===== src/rtl/stwa_pkg.sv =====
package stwa_pkg;

    typedef enum logic [1:0] {
        OFF_CTRL  = 2'd0,
        OFF_DEST  = 2'd1,
        OFF_LEN   = 2'd2,
        OFF_COUNT = 2'd3
    } reg_off_e;

    localparam int CTRL_START_BIT = 0;
    localparam int CTRL_BUSY_BIT  = 1;
    localparam int CTRL_DONE_BIT  = 2;

endpackage


===== src/rtl/stwa_regs.sv =====
module stwa_regs
    import stwa_pkg::*;
#(
    parameter int              RAW  = 16,
    parameter int              RDW  = 32,
    parameter int              AW   = 20,
    parameter int              LW   = 16,
    parameter logic [RAW-1:0]  BASE = 16'h5200
) (
    input  logic           clk,
    input  logic           rst_n,
    input  logic           reg_wr,
    input  logic [RAW-1:0] reg_addr,
    input  logic [RDW-1:0] reg_wdata,
    output logic [RDW-1:0] reg_rdata,
    input  logic           busy,
    input  logic           done,
    input  logic [LW-1:0]  count,
    output logic [AW-1:0]  dest_addr,
    output logic [LW-1:0]  length,
    output logic           start_cmd
);

    typedef struct packed {
        logic [AW-1:0] dest;
        logic [LW-1:0] len;
    } regs_t;

    regs_t    regs_q, regs_d;
    logic     hit;
    reg_off_e off;
    logic     wr_ok;

    always_comb begin
        hit       = (reg_addr[RAW-1:2] == BASE[RAW-1:2]);
        off       = reg_off_e'(reg_addr[1:0]);
        wr_ok     = reg_wr & hit & ~busy;
        regs_d    = regs_q;
        start_cmd = 1'b0;
        if (wr_ok) begin
            case (off)
                OFF_CTRL: start_cmd  = reg_wdata[CTRL_START_BIT];
                OFF_DEST: regs_d.dest = reg_wdata[AW-1:0];
                OFF_LEN:  regs_d.len  = reg_wdata[LW-1:0];
                default:  regs_d      = regs_q;
            endcase
        end
        reg_rdata = '0;
        if (hit) begin
            case (off)
                OFF_CTRL: begin
                    reg_rdata[CTRL_BUSY_BIT] = busy;
                    reg_rdata[CTRL_DONE_BIT] = done;
                end
                OFF_DEST:  reg_rdata = RDW'(regs_q.dest);
                OFF_LEN:   reg_rdata = RDW'(regs_q.len);
                OFF_COUNT: reg_rdata = RDW'(count);
                default:   reg_rdata = '0;
            endcase
        end
    end

    always_ff @(posedge clk) begin
        if (!rst_n) regs_q <= '0;
        else        regs_q <= regs_d;
    end

    assign dest_addr = regs_q.dest;
    assign length    = regs_q.len;

endmodule


===== src/rtl/stwa_seq.sv =====
module stwa_seq #(
    parameter int DW = 32,
    parameter int AW = 20,
    parameter int LW = 16
) (
    input  logic          clk,
    input  logic          rst_n,
    input  logic          start_cmd,
    input  logic [AW-1:0] dest_addr,
    input  logic [LW-1:0] length,
    input  logic          s_valid,
    input  logic [DW-1:0] s_data,
    output logic          s_ready,
    output logic          mem_req,
    output logic [AW-1:0] mem_addr,
    output logic [DW-1:0] mem_wdata,
    input  logic          mem_ack,
    output logic          busy,
    output logic          done,
    output logic [LW-1:0] count
);

    typedef struct packed {
        logic          busy;
        logic          done;
        logic          req;
        logic [LW-1:0] cnt;
        logic [AW-1:0] addr;
        logic [DW-1:0] data;
    } seq_t;

    seq_t          st_q, st_d;
    logic          room, take, acked, last;
    logic [LW-1:0] cnt_inc;

    always_comb begin
        cnt_inc = st_q.cnt + LW'(1);
        room    = st_q.busy & ~st_q.req & (st_q.cnt != length);
        take    = room & s_valid;
        acked   = st_q.req & mem_ack;
        last    = acked & (cnt_inc == length);
        st_d    = st_q;
        if (acked) begin
            st_d.req = 1'b0;
            st_d.cnt = cnt_inc;
            if (last) begin
                st_d.busy = 1'b0;
                st_d.done = 1'b1;
            end
        end
        if (take) begin
            st_d.req  = 1'b1;
            st_d.addr = dest_addr + AW'(st_q.cnt);
            st_d.data = s_data;
        end
        if (start_cmd) begin
            st_d.cnt  = '0;
            st_d.req  = 1'b0;
            st_d.busy = (length != '0);
            st_d.done = (length == '0);
        end
    end

    always_ff @(posedge clk) begin
        if (!rst_n) st_q <= '0;
        else        st_q <= st_d;
    end

    assign s_ready   = room;
    assign mem_req   = st_q.req;
    assign mem_addr  = st_q.addr;
    assign mem_wdata = st_q.data;
    assign busy      = st_q.busy;
    assign done      = st_q.done;
    assign count     = st_q.cnt;

endmodule


===== src/rtl/stwa_top.sv =====
module stwa_top #(
    parameter int              RAW  = 16,
    parameter int              RDW  = 32,
    parameter int              DW   = 32,
    parameter int              AW   = 20,
    parameter int              LW   = 16,
    parameter logic [RAW-1:0]  BASE = 16'h5200
) (
    input  logic           clk,
    input  logic           rst_n,
    input  logic           reg_wr,
    input  logic [RAW-1:0] reg_addr,
    input  logic [RDW-1:0] reg_wdata,
    output logic [RDW-1:0] reg_rdata,
    input  logic           s_valid,
    input  logic [DW-1:0]  s_data,
    output logic           s_ready,
    output logic           mem_req,
    output logic [AW-1:0]  mem_addr,
    output logic [DW-1:0]  mem_wdata,
    input  logic           mem_ack
);

    logic          start_cmd;
    logic          seq_busy;
    logic          seq_done;
    logic [LW-1:0] seq_cnt;
    logic [AW-1:0] dest_addr;
    logic [LW-1:0] length;

    stwa_regs #(
        .RAW(RAW), .RDW(RDW), .AW(AW), .LW(LW), .BASE(BASE)
    ) u_regs (
        .clk       (clk),
        .rst_n     (rst_n),
        .reg_wr    (reg_wr),
        .reg_addr  (reg_addr),
        .reg_wdata (reg_wdata),
        .reg_rdata (reg_rdata),
        .busy      (seq_busy),
        .done      (seq_done),
        .count     (seq_cnt),
        .dest_addr (dest_addr),
        .length    (length),
        .start_cmd (start_cmd)
    );

    stwa_seq #(
        .DW(DW), .AW(AW), .LW(LW)
    ) u_seq (
        .clk       (clk),
        .rst_n     (rst_n),
        .start_cmd (start_cmd),
        .dest_addr (dest_addr),
        .length    (length),
        .s_valid   (s_valid),
        .s_data    (s_data),
        .s_ready   (s_ready),
        .mem_req   (mem_req),
        .mem_addr  (mem_addr),
        .mem_wdata (mem_wdata),
        .mem_ack   (mem_ack),
        .busy      (seq_busy),
        .done      (seq_done),
        .count     (seq_cnt)
    );

endmodule


===== config.mk =====
export PLATFORM = sky130hd
export DESIGN_NAME = stwa_top
export DESIGN_NICKNAME = d
export VERILOG_FILES = /design/src/rtl/stwa_pkg.sv /design/src/rtl/stwa_regs.sv /design/src/rtl/stwa_seq.sv /design/src/rtl/stwa_top.sv
export SDC_FILE = /design/constraint.sdc
export NUM_CORES = 1
export LEC_CHECK = 0
export ABC_CLOCK_PERIOD_IN_PS = 3750
export CORE_ASPECT_RATIO = 0.8
export CORE_UTILIZATION = 45
export CTS_CLUSTER_DIAMETER = 150
export DETAILED_ROUTE_END_ITERATION = 10
export DONT_BUFFER_PORTS = 1
export HOLD_SLACK_MARGIN = 0.05
export PLACE_DENSITY = 0.69
export REMOVE_ABC_BUFFERS = 1
export SLEW_MARGIN = 20
export SYNTH_ARGS = -nofsm -noshare
export SYNTH_HDL_FRONTEND = slang
export SYNTH_SLANG_ARGS = --single-unit

===== constraint.sdc =====
create_clock -name clk -period 3.75 [get_ports clk]
set_clock_uncertainty 0.1 [all_clocks]
set_input_delay 0.75 -clock clk [delete_from_list [all_inputs] [get_ports clk]]
set_output_delay 0.75 -clock clk [all_outputs]
set_load 0.01 [all_outputs]

# Word-level counts from Yosys, hierarchy flattened
# Index checks and enable logic that the tools add are counted.
# Widths: inputs -> output; s select.
totals:
  regBits: 107
  output_inout_bits: 86
op_classes:
  n_addsub: 2
  n_eq_ne: 6
  muxes: 10
  n_bitwise: 10
  reduce_logical: 10
op_table:
  columns: ["operator", "count"]
  rows:
  - ["$pmux 17 s3", 1]
  - ["$mux 19", 2]
  - ["$mux 32", 1]
  - ["$add 20x16->20", 1]
  - ["$add 16x1->16 const B", 1]
  - ["$eq 16x16->1", 1]
  - ["$logic_not 16->1", 1]
  - ["$ne 16x16->1", 1]
  - ["$reduce_bool 16->1", 1]
  - ["$eq 14x13->1 const B", 1]
  - ["$pmux 2 s4", 1]
  - ["$and 1x1->1", 7]
  - ["$reduce_and 2->1", 3]
  - ["$reduce_bool 2->1", 3]
  - ["$eq 2x2->1 const B", 2]
  - ["$mux 1", 3]
  - ["$not 1->1", 3]
  - ["$pmux 1 s3", 1]
  - ["$eq 2x1->1 const B", 1]
  - ["$logic_not 2->1", 1]
  - ["$mux 2", 1]
  - ["$reduce_or 2->1", 1]

# Logic depth before layout (Yosys ltp)
depth:
  depth_word: 7
  ltp_mapped: 9
  ltp_nobuf: 8

# Modules after synthesis
# Synthesis repeated with hierarchy kept, for this count alone.
hier_totals:
  cells_unflattened: 682
  hier_area_um2: 6073.3
by_module_without_submodules:
  columns: ["mod", "instances", "cells_per_inst", "area_per_inst_um2", "seq_area_each_um2"]
  rows:
  - ["stwa_seq", 1, 460, 4087.7, 1421.4]
  - ["stwa_regs", 1, 222, 1985.7, 720.7]

# Least setup slack after synthesis
# OpenSTA, ideal clock, no wires.
synth_timing:
  path_type: "input to output"
  start: "input reg_addr[0]"
  end: "output reg_rdata[10]"
  t_arrival_ps: 2014
  t_required_ps: 2900
  slack_ps: 886
  stages: 6
  cell_sequence: "clkbuf_1 -> nor2b_1 -> clkbuf_1 -> clkbuf_1 -> a22oi_1 -> nor2_1"
synth_via:
  elab_chain_len: 3
  elab_cells_between_ends: 5
synth_lines:
  columns: ["item", "line", "text"]
  rows:
  - ["start, declared", "stwa_top.sv:12", "input logic [RAW-1:0] reg_addr,"]
  - ["$eq 2x2->1 / $eq 2x1->1 (equally long branches)", "stwa_regs.sv:50", "case (off)"]
  - ["$pmux 17 s3 *", "stwa_regs.sv:50", null]
  - ["$mux 32 *", "stwa_regs.sv:49", "if (hit) begin"]
  - ["end, declared", "stwa_top.sv:14", "output logic [RDW-1:0] reg_rdata,"]
# Every way passes the cells marked *; elsewhere a longest branch is shown, timed or not.

# Worst setup path in the final report
layout_timing:
  start: "register u_seq.st_q (netlist bit u_seq.count[0])"
  end: "register u_seq.st_q (netlist bit u_seq.mem_addr[16])"
layout_via:
  elab_chain_len: 3
  elab_cells_between_ends: 4
layout_lines:
  columns: ["item", "line", "text"]
  rows:
  - ["start, declared", "stwa_seq.sv:32", "seq_t st_q, st_d;"]
  - ["start signal, assigned", "stwa_seq.sv:66", "else st_q <= st_d;"]
  - ["parallel branches: the longest is 3 deep, another holds $add 20x16->20", null, null]
# Parallel ways; which one is timed is not known.
# A chain may end at the register's enable or synchronous reset.

==> summary.md <==
• 0 — final count of hold timing violations
• 5976 um^2 — total standard cell area after synthesis
• 0 — DRT antenna net count
• 0 — PostCTS Resize Cnt
• 48.75% — Util after Layout
• 310.2 MHz — Fmax achieved
• 0 — number of enable flip-flop cells after synthesis
• 0 — grt ovf
• 5.360% — area added between synthesis and finish
• u_seq.mem_addr[16] — CP Capture Point
• 5 — iteration count of the initial detailed-routing pass
• register — endpoint type of the worst setup path
• 44.1% — part of the power in the clock network
• 107 — post-synthesis sequential element count
• 46.27% — initial cell density of the core
• 6296 um^2 — Final Cell Area
• 2099 uW — Pwr Total
• 0 — drt drc
• 54.1% — power share of the sequential group
• 5269 — vias post-DR
• 35.85% — fraction of synthesized cell area taken by the top area cell type
• 85.98% — final cycle utilization of the critical path
• 37 — cell row count
• 22.17% — fraction of power spent switching nets
• 8 — critical-path maximum fanout
• ha_1, fa_1, a211oi_1, o21a_1, o21ai_1, o41ai_1, o21ai_0, a31oi_1 — critical path, cell by cell
• 35.48% — Slew Limit Headroom
• 171 — number of primary I/O pins
• 0.0002302 V — worst vdd ir
• 5075 — number of global-route vias before repair
• 65 — number of unique standard cell types used by synthesis
• 0 — Setup Fix Bufs, Post-CTS
• 9 — CTS buffer count
• 360 ps — Clock Latency Late Sink
• 391.8 ps — hold_ws
• 2142 um^2 — area of all sequential standard cells
• 80 ps — clock-pin transition on the worst setup and hold timing paths
• 644.6 ps — Place WS
• 18.98 um — detail-routed net length per standard cell
• sky130_fd_sc_hd__dfxtp_1 — most area-hungry cell type in the Yosys netlist
• 0 — number of hold buffers added after CTS
• 5.861 — vias per std cell
• 25.36% — gr usage total
• 3557 um^2 — total area of multi-input combinational cells
• 822 — count of nets after finishing
• 750 — number of standard cells after synthesis
• 3 — CTS H-Tree Depth
• 6.630% — share of post-route cells with drive strength above 1
• u_seq.mem_addr[16] — endpoint of the worst-slack reg-to-reg timing path
• 3930 ps — Crit path required time
• 1297 — Filler Cells Inserted
• 0.8916 — Final GP Congestion
• 2 — maximum count of clock buffers along a single path
• u_regs.dest_addr[4] — Hold Path Origin
• 12450 um — hpwl dp
• sky130_fd_sc_hd__o41ai_1 — CP max-delay cell
• 346 — violation count after the first detailed-route iteration
• yes — TritonCTS clock tree
• 130.8 um — Die Wd
• register to register — type of the worst min-delay path
• 12920 um^2 — core footprint
• 7.968 um^2 — Avg Cell Area, Syn
• 3224 ps — fin crit period
• 967.8 ps — Worst Max-Slew Pin Slew
• finished, final reports clean — status
• 0 — Synth Warn #
• 8 — depth of the most critical reg-to-reg path
• 58 — maximum number of pins on one net before global-route repair
• sky130_fd_sc_hd__clkbuf_16 — Clock Root Buffer
• 13750 um^2 — area of the die
• 530 ps — reg2reg setup slack
• u_seq.count[0] — worst setup path startpoint
• 6013 um^2 — cell area reported after detailed placement
• 105.1 um — die boundary height
• 17060 um — total wirelength of the detailed-routed design
• 0 — diode insertion count for antenna repair
• 0 — number of antenna violations at the first check in global routing
• 720 ps — delay of the slowest cell on the worst path
• 0.002148 uW — leakage power figure
• 0 — final-report setup violation count
• u_seq.count[0] — worst reg2reg path startpoint
• 465.2 uW — switching pwr
• 26660 um — global-route wire length before repair
• 1.8% — share of total power in combinational logic
• sky130_fd_sc_hd__dfxtp_1 — Main synth FF type
• register to register — WS Path Type
• 0% — ys async rst share
• 1634 uW — Power Internal
• 525.9 ps — fin worst setup slack
• 3410 ps — CP Data Arrival Time
• register — CP Launch Type
• no — RSZ-0062 raised after global routing
• 333.4 nW/um^2 — Power Density
• 107 — total number of clock tree sinks
• 0 — max-slew violation count
• 0 — max-cap violations
• 0 — buffers added on ports
• sky130_fd_sc_hd__dfxtp_1, sky130_fd_sc_hd__nand2_1, sky130_fd_sc_hd__a21oi_1, sky130_fd_sc_hd__xnor2_1, sky130_fd_sc_hd__nor2_1 — top area cells in the synthesized netlist
• 35.85% — fraction of the yosys area taken by sequential cells
[cell type report]
cell class | instances | area share [%]
clock buffers | 13 | 4.134
clock inverters | 3 | 0.3577
inverters | 8 | 0.4769
multi-input cells | 586 | 56.50
flip-flops and latches | 107 | 34.02
well taps | 175 | 3.478
repair buffers | 7 | 1.033
[registers in the layout, summed over array words and instances (netlist names)]
register and count:
u_regs.length 16, u_seq.mem_wdata 32, u_seq.count 16, u_regs.dest_addr 20, u_seq.mem_req 1, u_seq.done 1
u_seq.busy 1, u_seq.mem_addr 20
[stage by stage]
step                instances  TNS [ps]
floorplan                 701    -47970
global placement          883         0
detailed placement        883         0
CTS                       899         0
global route              899         0
finish                    899         0
[worst min path at each step]
stage               slack (ps)              endpoint  depth (start not counted)
floorplan                  350   u_regs.dest_addr[2]                          2
global placement           360   u_regs.dest_addr[0]                          2
detailed placement         380  u_regs.dest_addr[19]                          2
CTS                        390  u_regs.dest_addr[19]                          2
global route               410    u_seq.mem_wdata[6]                          2
finish                     390   u_regs.dest_addr[4]                          2
[worst max-delay path, delay by kind of cell, from the launching register on]
family,cells,cell delay [ps]
AO/OA/AOI/OAI,6,1890
flip-flops,1,400
adder cells (fa/ha/maj),2,740
[cells in the mapped netlist (3+ instances only)]
master and number:
sky130_fd_sc_hd__a31o_2 3, sky130_fd_sc_hd__nor4b_1 3, sky130_fd_sc_hd__nand2_1 149, sky130_fd_sc_hd__a22oi_1 14, sky130_fd_sc_hd__a31oi_1 4, sky130_fd_sc_hd__ha_1 17, sky130_fd_sc_hd__a211oi_1 7, sky130_fd_sc_hd__xor2_1 14
sky130_fd_sc_hd__o21a_1 7, sky130_fd_sc_hd__mux2_2 13, sky130_fd_sc_hd__buf_2 17, sky130_fd_sc_hd__and2_1 10, sky130_fd_sc_hd__nor2b_1 6, sky130_fd_sc_hd__a21oi_1 77, sky130_fd_sc_hd__nor2_1 64, sky130_fd_sc_hd__nand4_1 9
sky130_fd_sc_hd__nand3b_1 3, sky130_fd_sc_hd__mux2i_1 18, sky130_fd_sc_hd__inv_1 8, sky130_fd_sc_hd__o21ai_0 17, sky130_fd_sc_hd__or4_1 4, sky130_fd_sc_hd__o21ai_1 3, sky130_fd_sc_hd__xnor2_1 33, sky130_fd_sc_hd__dfxtp_1 107
sky130_fd_sc_hd__nor3_1 11, sky130_fd_sc_hd__buf_4 14, sky130_fd_sc_hd__and4_1 3, sky130_fd_sc_hd__a21o_1 6, sky130_fd_sc_hd__nand3_1 12, sky130_fd_sc_hd__o31ai_1 4, sky130_fd_sc_hd__clkbuf_1 28, sky130_fd_sc_hd__or3_1 9
sky130_fd_sc_hd__nor4_1 9, sky130_fd_sc_hd__nand2b_1 4
[cell usage in the layout, fill, tap and decap left out, types with 3 or more instances in the layout]
cell type,instances
sky130_fd_sc_hd__o21ai_0,17
sky130_fd_sc_hd__inv_1,7
sky130_fd_sc_hd__nor3_1,11
sky130_fd_sc_hd__nor2b_1,6
sky130_fd_sc_hd__mux2_2,13
sky130_fd_sc_hd__xnor2_1,33
sky130_fd_sc_hd__a31o_2,3
sky130_fd_sc_hd__or4_1,4
sky130_fd_sc_hd__nand2_1,149
sky130_fd_sc_hd__dfxtp_1,107
sky130_fd_sc_hd__a31oi_1,4
sky130_fd_sc_hd__o31ai_1,4
sky130_fd_sc_hd__a21o_1,6
sky130_fd_sc_hd__or3_1,9
sky130_fd_sc_hd__mux2i_1,18
sky130_fd_sc_hd__nand3_1,12
sky130_fd_sc_hd__ha_1,17
sky130_fd_sc_hd__and2_1,10
sky130_fd_sc_hd__a21oi_1,77
sky130_fd_sc_hd__a22oi_1,14
sky130_fd_sc_hd__nand4_1,9
sky130_fd_sc_hd__buf_4,6
sky130_fd_sc_hd__conb_1,12
sky130_fd_sc_hd__o21ai_1,3
sky130_fd_sc_hd__nor4_1,9
sky130_fd_sc_hd__a211oi_1,7
sky130_fd_sc_hd__o21a_1,7
sky130_fd_sc_hd__nand2b_1,4
sky130_fd_sc_hd__nor4b_1,3
sky130_fd_sc_hd__nand3b_1,3
sky130_fd_sc_hd__and4_1,3
sky130_fd_sc_hd__xor2_1,14
sky130_fd_sc_hd__clkbuf_16,9
sky130_fd_sc_hd__nor2_1,64
[power groups by stage]
| stage | clock network (uW) | logic [uW] | registers [uW] |
|---|---|---|---|
| after detailed placement | 0 | 36.8 | 1160 |
| after global routing | 997 | 41.1 | 1130 |
| after floorplan | 0 | 25.2 | 1160 |
| after global placement | 0 | 36.1 | 1160 |
| final | 927 | 37.1 | 1140 |
| after CTS | 947 | 37.2 | 1140 |
[routing by layer]
layer  track usage [%]  wire (um)  vias up
li1                  -          -     2540
met3             6.503       1315       18
met4             7.964        271        0
met1             34.38       7834     2523
met2             39.00       7641      188
met5                 0          0        -
[logic make-up (layout without fill, tap and decap cells)]
kind of cell    count (synthesis)  in the layout  synth area share [%]
compound gates                168            168                 17.69
buf+inv                        68             31                 5.632
fa+ha+maj                      18             18                 3.894
xor+xnor                       47             47                 6.889
mux                            33             33                 6.218
flops                         107            107                 35.85
simple gates                  308            308                 23.76
other cells                     1             12               0.06275
No activity file was read; power rests on OpenSTA's default activity.
